### config.mk
export PLATFORM = sky130hd
export DESIGN_NAME = syncSelect
export DESIGN_NICKNAME = d
export VERILOG_FILES = /design/src/rtl/syncSelPkg.sv /design/src/rtl/syncDatapath.sv /design/src/rtl/syncControl.sv /design/src/rtl/syncSelect.sv
export SDC_FILE = /design/constraint.sdc
export NUM_CORES = 1
export LEC_CHECK = 0
export BUFFER_PORTS_ARGS = -buffer_cell sky130_fd_sc_hd__buf_4
export CAP_MARGIN = 20
export CORE_UTILIZATION = 53
export DETAILED_ROUTE_END_ITERATION = 10
export GPL_ROUTABILITY_DRIVEN = 0
export MAX_ROUTING_LAYER = met4
export PLACE_DENSITY = 0.73
export SETUP_SLACK_MARGIN = 0.4
export SYNTH_ARGS = -nofsm -noshare
export SYNTH_HDL_FRONTEND = slang
export SYNTH_HIERARCHICAL = 1
export SYNTH_SLANG_ARGS = --single-unit
### constraint.sdc
create_clock -name clk -period 2 [get_ports clk]
set_input_delay 0.1 -clock clk [delete_from_list [all_inputs] [get_ports clk]]
set_output_delay 0.1 -clock clk [all_outputs]
set_load 0.02 [all_outputs]
### src/rtl/syncSelPkg.sv
package syncSelPkg;

  // Measurement strobes from the datapath to the control.
  typedef struct packed {
    logic edgeSeen;   // synchronized rising edge this cycle
    logic inWindow;   // period ending at this edge lies in the window
    logic timeout;    // no edge for the full timeout span
  } syncStatus_t;

  // Control strobes back to the datapath.
  typedef struct packed {
    logic edgeIsCycle; // this edge should start a switching cycle
  } syncCmd_t;

endpackage

### src/rtl/syncDatapath.sv
module syncDatapath
  import syncSelPkg::*;
#(
  parameter int SYNC_STAGES   = 2,
  parameter int INT_PERIOD    = 270,
  parameter int MIN_PERIOD    = 125,
  parameter int MAX_PERIOD    = 227,
  parameter int TIMEOUT_TICKS = 260,
  parameter int MIN_GAP       = 125
) (
  input  logic        clk,
  input  logic        rstN,
  input  logic        enable,
  input  logic        syncIn,
  input  syncCmd_t    cmd,
  output syncStatus_t st,
  output logic        cyclePulse
);

  localparam int CNT_W = $clog2(TIMEOUT_TICKS + 1);
  localparam int PH_W  = $clog2(INT_PERIOD + 1);

  localparam logic [CNT_W-1:0] CNT_SAT = CNT_W'(TIMEOUT_TICKS);
  localparam logic [CNT_W-1:0] TO_LAST = CNT_W'(TIMEOUT_TICKS - 1);
  localparam logic [CNT_W-1:0] LO_LIM  = CNT_W'(MIN_PERIOD - 1);
  localparam logic [CNT_W-1:0] HI_LIM  = CNT_W'(MAX_PERIOD - 1);
  localparam logic [PH_W-1:0]  PH_WRAP = PH_W'(INT_PERIOD - 1);
  localparam logic [PH_W-1:0]  PH_MIN  = PH_W'(MIN_GAP - 1);

  logic [SYNC_STAGES:0] shReg;
  logic                 riseNow;
  logic [CNT_W-1:0]     periodCnt;
  logic [PH_W-1:0]      phaseCnt;
  logic                 pulseNow;
  logic                 edgeOk;
  logic                 wrapNow;

  // Synchronizer chain plus one flop of history for edge detection.
  always_ff @(posedge clk) begin
    if (!rstN) shReg <= '0;
    else       shReg <= {shReg[SYNC_STAGES-1:0], syncIn};
  end

  assign riseNow = shReg[SYNC_STAGES-1] & ~shReg[SYNC_STAGES];

  // periodCnt holds (ticks since last edge) - 1; saturation marks "no period".
  always_comb begin
    st.edgeSeen = riseNow;
    st.inWindow = (periodCnt >= LO_LIM) && (periodCnt <= HI_LIM);
    st.timeout  = !riseNow && (periodCnt == TO_LAST);
  end

  assign edgeOk   = cmd.edgeIsCycle && (phaseCnt >= PH_MIN);
  assign wrapNow  = (phaseCnt == PH_WRAP);
  assign pulseNow = enable && (edgeOk || wrapNow);

  always_ff @(posedge clk) begin
    if (!rstN || !enable) begin
      periodCnt  <= CNT_SAT;
      phaseCnt   <= '0;
      cyclePulse <= 1'b0;
    end else begin
      if (riseNow)                 periodCnt <= '0;
      else if (periodCnt != CNT_SAT) periodCnt <= periodCnt + 1'b1;
      phaseCnt   <= pulseNow ? '0 : phaseCnt + 1'b1;
      cyclePulse <= pulseNow;
    end
  end

endmodule

### src/rtl/syncControl.sv
module syncControl
  import syncSelPkg::*;
#(
  parameter int QUAL_EDGES = 3
) (
  input  logic        clk,
  input  logic        rstN,
  input  logic        enable,
  input  syncStatus_t st,
  output syncCmd_t    cmd,
  output logic        extMode
);

  localparam int Q_W = $clog2(QUAL_EDGES + 1);
  localparam logic [Q_W-1:0] Q_LAST = Q_W'(QUAL_EDGES - 1);

  logic [Q_W-1:0] qualCnt;
  logic           goodEdge;
  logic           badEdge;
  logic           lastQual;

  assign goodEdge = st.edgeSeen && st.inWindow;
  assign badEdge  = st.edgeSeen && !st.inWindow;
  assign lastQual = (qualCnt == Q_LAST);

  always_comb cmd.edgeIsCycle = goodEdge && (extMode || lastQual);

  always_ff @(posedge clk) begin
    if (!rstN || !enable) begin
      qualCnt <= '0;
      extMode <= 1'b0;
    end else if (extMode) begin
      if (badEdge || st.timeout) begin
        extMode <= 1'b0;
        qualCnt <= '0;
      end
    end else if (goodEdge) begin
      if (lastQual) begin
        extMode <= 1'b1;
        qualCnt <= '0;
      end else begin
        qualCnt <= qualCnt + 1'b1;
      end
    end else if (badEdge || st.timeout) begin
      qualCnt <= '0;
    end
  end

endmodule

### src/rtl/syncSelect.sv
module syncSelect
  import syncSelPkg::*;
#(
  parameter int SYNC_STAGES   = 2,
  parameter int INT_PERIOD    = 270,
  parameter int MIN_PERIOD    = 125,
  parameter int MAX_PERIOD    = 227,
  parameter int TIMEOUT_TICKS = 260,
  parameter int MIN_GAP       = MIN_PERIOD,
  parameter int QUAL_EDGES    = 3
) (
  input  logic clk,
  input  logic rstN,
  input  logic enable,
  input  logic syncIn,
  output logic cyclePulse,
  output logic extActive
);

  syncStatus_t status;
  syncCmd_t    command;

  syncDatapath #(
    .SYNC_STAGES(SYNC_STAGES), .INT_PERIOD(INT_PERIOD),
    .MIN_PERIOD(MIN_PERIOD), .MAX_PERIOD(MAX_PERIOD),
    .TIMEOUT_TICKS(TIMEOUT_TICKS), .MIN_GAP(MIN_GAP)
  ) uData (
    .clk(clk), .rstN(rstN), .enable(enable), .syncIn(syncIn),
    .cmd(command), .st(status), .cyclePulse(cyclePulse)
  );

  syncControl #(.QUAL_EDGES(QUAL_EDGES)) uCtrl (
    .clk(clk), .rstN(rstN), .enable(enable),
    .st(status), .cmd(command), .extMode(extActive)
  );

endmodule

### After elaboration in Yosys (flattened, before gate mapping)

Cells that the tools add are included.

* bitwise gates (word level): 2
* reduce and logical (&&, ||, !) cells: 18
* equality and inequality tests: 4
* muxes and demuxes: 10
* magnitude comparators: 3
* add/subtract/negate cells: 3

Operators with widths (count)
* $add 9x1->9 const B: 2
* $eq 9x9->1 const B: 2
* $ge 9x7->1 const B: 2
* $mux 9: 2
* $le 9x8->1 const B: 1
* $ne 9x9->1 const B: 1
* $mux 2: 4
* $logic_and 1x1->1: 7
* $logic_not 1->1: 4
* $logic_or 1x1->1: 4
* $mux 1: 4
* $reduce_or 2->1: 2
* $add 2x1->2 const B: 1
* $eq 2x2->1 const B: 1
* $reduce_bool 2->1: 1
* $and 1x1->1: 1
* $not 1->1: 1

* register bits after elaboration: 25
* logic and storage cells: 47
* input port bits: 4
* output and inout port bits: 2

### Longest topological paths before layout

* word-level depth: 8
* depth in mapped cells: 8
* gate-level depth less buffers: 7

### By module

Netlist, hierarchy kept.

By module, submodules not included
* syncDatapath: area an instance 1096.1 um^2, times used 1, seq. area each 440.4 um^2, cells an instance 123
* syncControl: area an instance 173.9 um^2, times used 1, seq. area each 60.1 um^2, cells an instance 17

### Least setup slack after synthesis

No wires, ideal clock.

* path kind: register -> register
* start: register uData.periodCnt[3]
* end: register uCtrl.extMode
* data required time: 1.934 ns
* clock period less this slack: 2.050 ns
* setup time: 0.066 ns
* cell stages (with the launch flop): 7
* slack: -0.050 ns
* data arrival time: 1.983 ns
* buffers on the path: 0
* path through: dfxtp_1 > nand4_1 > or3b_2 > a31oi_1 > nand3b_4 > or3b_1 > a21oi_2

RTL lines
* start, declared: RTL line syncDatapath.sv:32 `logic [CNT_W-1:0] periodCnt;`
* start signal, assigned: RTL line syncDatapath.sv:64 `else if (periodCnt != CNT_SAT) periodCnt <= periodCnt + 1'b1;`
* end signal, assigned: RTL line syncControl.sv:31 `extMode <= 1'b0;`
* end signal, assigned: RTL line syncControl.sv:34 `extMode <= 1'b0;`
* end signal, assigned: RTL line syncControl.sv:39 `extMode <= 1'b1;`
* end, declared: RTL line syncControl.sv:11 `output logic extMode`

==> impl_results.md <==
- Placed cell count: 172
- Setup Crit Path Kind: reg -> reg
- Vias in the first global route: 1,030
- H-tree levels: 1
- Avg WL per Cell: 15.3 um
- Family with the most delay on the worst path: compound AO/OA/AOI/OAI gates
- Layout Skew: 0.00361 ns
- Worst-path clk slew: 0.14 ns
- Drt via density: 5.88
- Relative slew slack: 68.9%
- Vias: 1,134
- Final core utilization: 72.7%
- Total track usage: 24.7%
- Worst Max-Slew Pin Slew: 0.460 ns
- RSZ-0062 raised after global routing: yes
- Largest family of logic cells by synthesized area: simple AND/OR/NAND/NOR gates
- Initial DRC count: 26
- Status: completed
- Cells on Worst Hold Path: 3
- Post-DP HPWL: 1720 um
- Die height: 51.0 um
- Root Buffer: clkbuf_4
- FF-to-FF End: uData/phaseCnt[8]
- Pin count of the biggest net entering global routing: 15
- TritonRoute pass-1 iters: 5
- Length in cells of the worst reg-to-reg path: 7
- Crit path DAT: 2.01 ns
- Power Density: 501 nW/um2
- Synthesis-to-finish area growth: 27.8%
- Final WS setup: 0.195 ns
- Net Count, Synth: 149
- Layout cells sized above 1: 30.9%
- Cells after Synth: 140
- Async S/R FF share, synth: 0%
- # DRC: 0
- XOR/XNOR Fraction of Synth Area: 2.76%
- Post-synth top flop: dfxtp_1
- Peak VDD IR: 0.414 mV
- Achievable frequency: 554 MHz
- Pre-CTS setup slack: 0.106 ns
- ANT nets after route: 0
- Mux contribution to synthesized area: 0%
- Die Wd: 51.0 um
- Total Wirelength: 2950 um
- Die area: 2600 um2
- R2R Setup Slk: 0.20 ns
- Slew Limit Fails: 0
- Fin. Hold Viols: 0
- Max stage delay on crit path: 0.41 ns
- Worst Setup SP: uData/periodCnt[4]
- Antenna fix cells: 0
- Simple-Gate Fraction of Synth Area: 29.4%
- Syn avg cell area: 9.07 um2
- Setup total negative slack: 0 ns
- CP endpoint kind: register
- Crit Path Max Fanout: 5
- Critical path, cell by cell: nand4_1 -> or3b_4 -> a31oi_4 -> o211a_1 -> inv_2 -> o211ai_4 -> a22oi_1
- YS warnings: 6
- RR Startpoint: uData/periodCnt[4]
- Worst skew pair latency: 0.32 ns
- Port Buffers: 5
- Final instance count without filler cells: 193
- Req. time, crit path: 2.21 ns
- Site row count: 17
- Critical path's slowest cell: or3b_4
- Core ar.: 2230 um2
- Fin nets: 175
- Crit path buffers/inverters: 1
- Top post-synthesis cells by area: dfxtp_1 (39%), ha_1 (4.9%), a21oi_1 (4.3%)
- Number of synthesized flops with an enable pin: 0
- Dpl cell area: 1370 um2
- Synth cell types: 45
- Synth Area in Compound Gates: 20.5%
- CTS max path bufs: 2
- Register area share after synthesis: 39.4%
- Initial Util: 56.9%
- HP Class: in -> reg
- Num CTS Buffers: 3
- Final instance area: 1620 um2
- Final worst-path cycle share: 90.2%
- Leakage: 0.626 nW
- CTS tree: done
- Grt total ovfl: 0
- Final worst path period need: 1.80 ns
- Synth area leader: dfxtp_1
- First-pass GRT wire length: 4620 um
- # IOs: 6
- Adder-cell share of the synthesized area: 4.93%
- Post-Syn Area: 1270 um2
- Post-synth top area share: 39.4%
- CP Launch Type: register
- Final setup violating endpoints: 0
- Critical hold path startpoint: enable
- Initial antenna violation count: 0
- Worst Hold End: uCtrl/extMode
- Yosys reg bits: 25
- Max-cap violations: 0
- CTS Sinks: 25
how the worst max path moves through the flow:
stage                   endpoint  slack (ns)  depth (start not counted)
2_1_floorplan      uCtrl/extMode        0.26                          6
3_3_place_gp   uData/phaseCnt[6]        0.17                          7
3_5_place_dp   uData/phaseCnt[6]        0.11                          7
4_1_cts            uCtrl/extMode        0.22                          6
5_1_grt            uCtrl/extMode        0.17                          6
6_report       uData/phaseCnt[8]        0.20                          7
kinds of logic (layout without fill, tap and decap cells):
kind of cell,count (synthesis),in the layout
buffers and inverters,9,33
XOR/XNOR,4,4
adder cells (fa/ha/maj),5,5
AO/OA/AOI/OAI,39,40
AND/OR/NAND/NOR,58,58
flip-flops,25,25
layout make-up:
cell class,instances,area [um2]
Multi-Input combinational cell,107,830
Fill cell,165,611
Sequential cell,25,513
Timing Repair Buffer,23,195
Tap cell,28,35.0
Clock buffer,3,22.5
Inverter,6,22.5
Clock inverter,1,5.00
cells in the mapped netlist, types with 2 or more instances:
cell / number
or3_1: 6
nor2_1: 3
nor3_1: 3
o21ai_0: 11
dfxtp_1: 25
a21o_1: 2
ha_1: 5
nand2_1: 11
a21oi_1: 11
nor4b_1: 2
nand3_1: 10
nand4_1: 3
a22oi_1: 3
xor2_1: 3
inv_1: 6
or4_4: 2
and2_1: 4
o211ai_1: 3
worst reg2reg max path: stages, from the launching register on:
cell and delay, ns:
dfxtp_4 0.39, nand4_1 0.13, or3b_4 0.41, a31oi_4 0.21, o211a_1 0.19, inv_2 0.07, o211ai_4 0.14, a22oi_1 0.15
through the flow:
step	hold WS (ns)	power [mW]
2_1_floorplan	0.222	0.564
3_5_place_dp	0.331	0.581
3_3_place_gp	0.315	0.579
4_1_cts	0.00194	0.809
5_1_grt	0.0996	0.856
6_report	0.113	0.813
flip-flops by register name (all words and copies together) (netlist names):
register	flops
uData/periodCnt	9
uData/cyclePulse	1
uData/shReg	3
uData/phaseCnt	9
uCtrl/qualCnt	2
uCtrl/extMode	1
cell usage in the layout (no fill, tap or decap), drive strengths merged, types with 2 or more instances in the layout:
cell type	Yosys	final
ha	5	5
and2	4	4
dfxtp	25	25
buf	2	20
or4	3	3
o211ai	4	5
a22oi	4	4
or3	6	6
nor3	3	3
nand4	3	3
a21oi	12	12
or3b	2	2
a21o	2	2
nand2	11	11
nor2	3	3
nor4b	2	2
inv	6	6
o21ai	11	11
clkbuf	1	3
nand3	11	11
nand3b	2	2
dlygate4sd3	0	3
xor2	3	3
where the power goes:
| group | switching (mW) | internal (mW) |
|---|---|---|
| clock | 0.156 | 0.0750 |
| sequential | 0.0112 | 0.504 |
| combinational | 0.0373 | 0.0293 |
metal layers:
layer	wire, um	GRT usage, %
met3	91	3.57
met1	1440	33.1
met4	19	8.33
met2	1400	37.9
met5	0	-
repair_timing:
item | in CTS | in global routing
hold endpoints to repair | 1 | 2
gates cloned | 1 | 0
endpoints found under the setup margin | 13 | 19
pin swaps | 4 | 13
setup buffers | 11 | 2
resized for setup | 7 | 14
hold buffers | 1 | 2
Note: power is estimated with default switching activity, not from simulation.
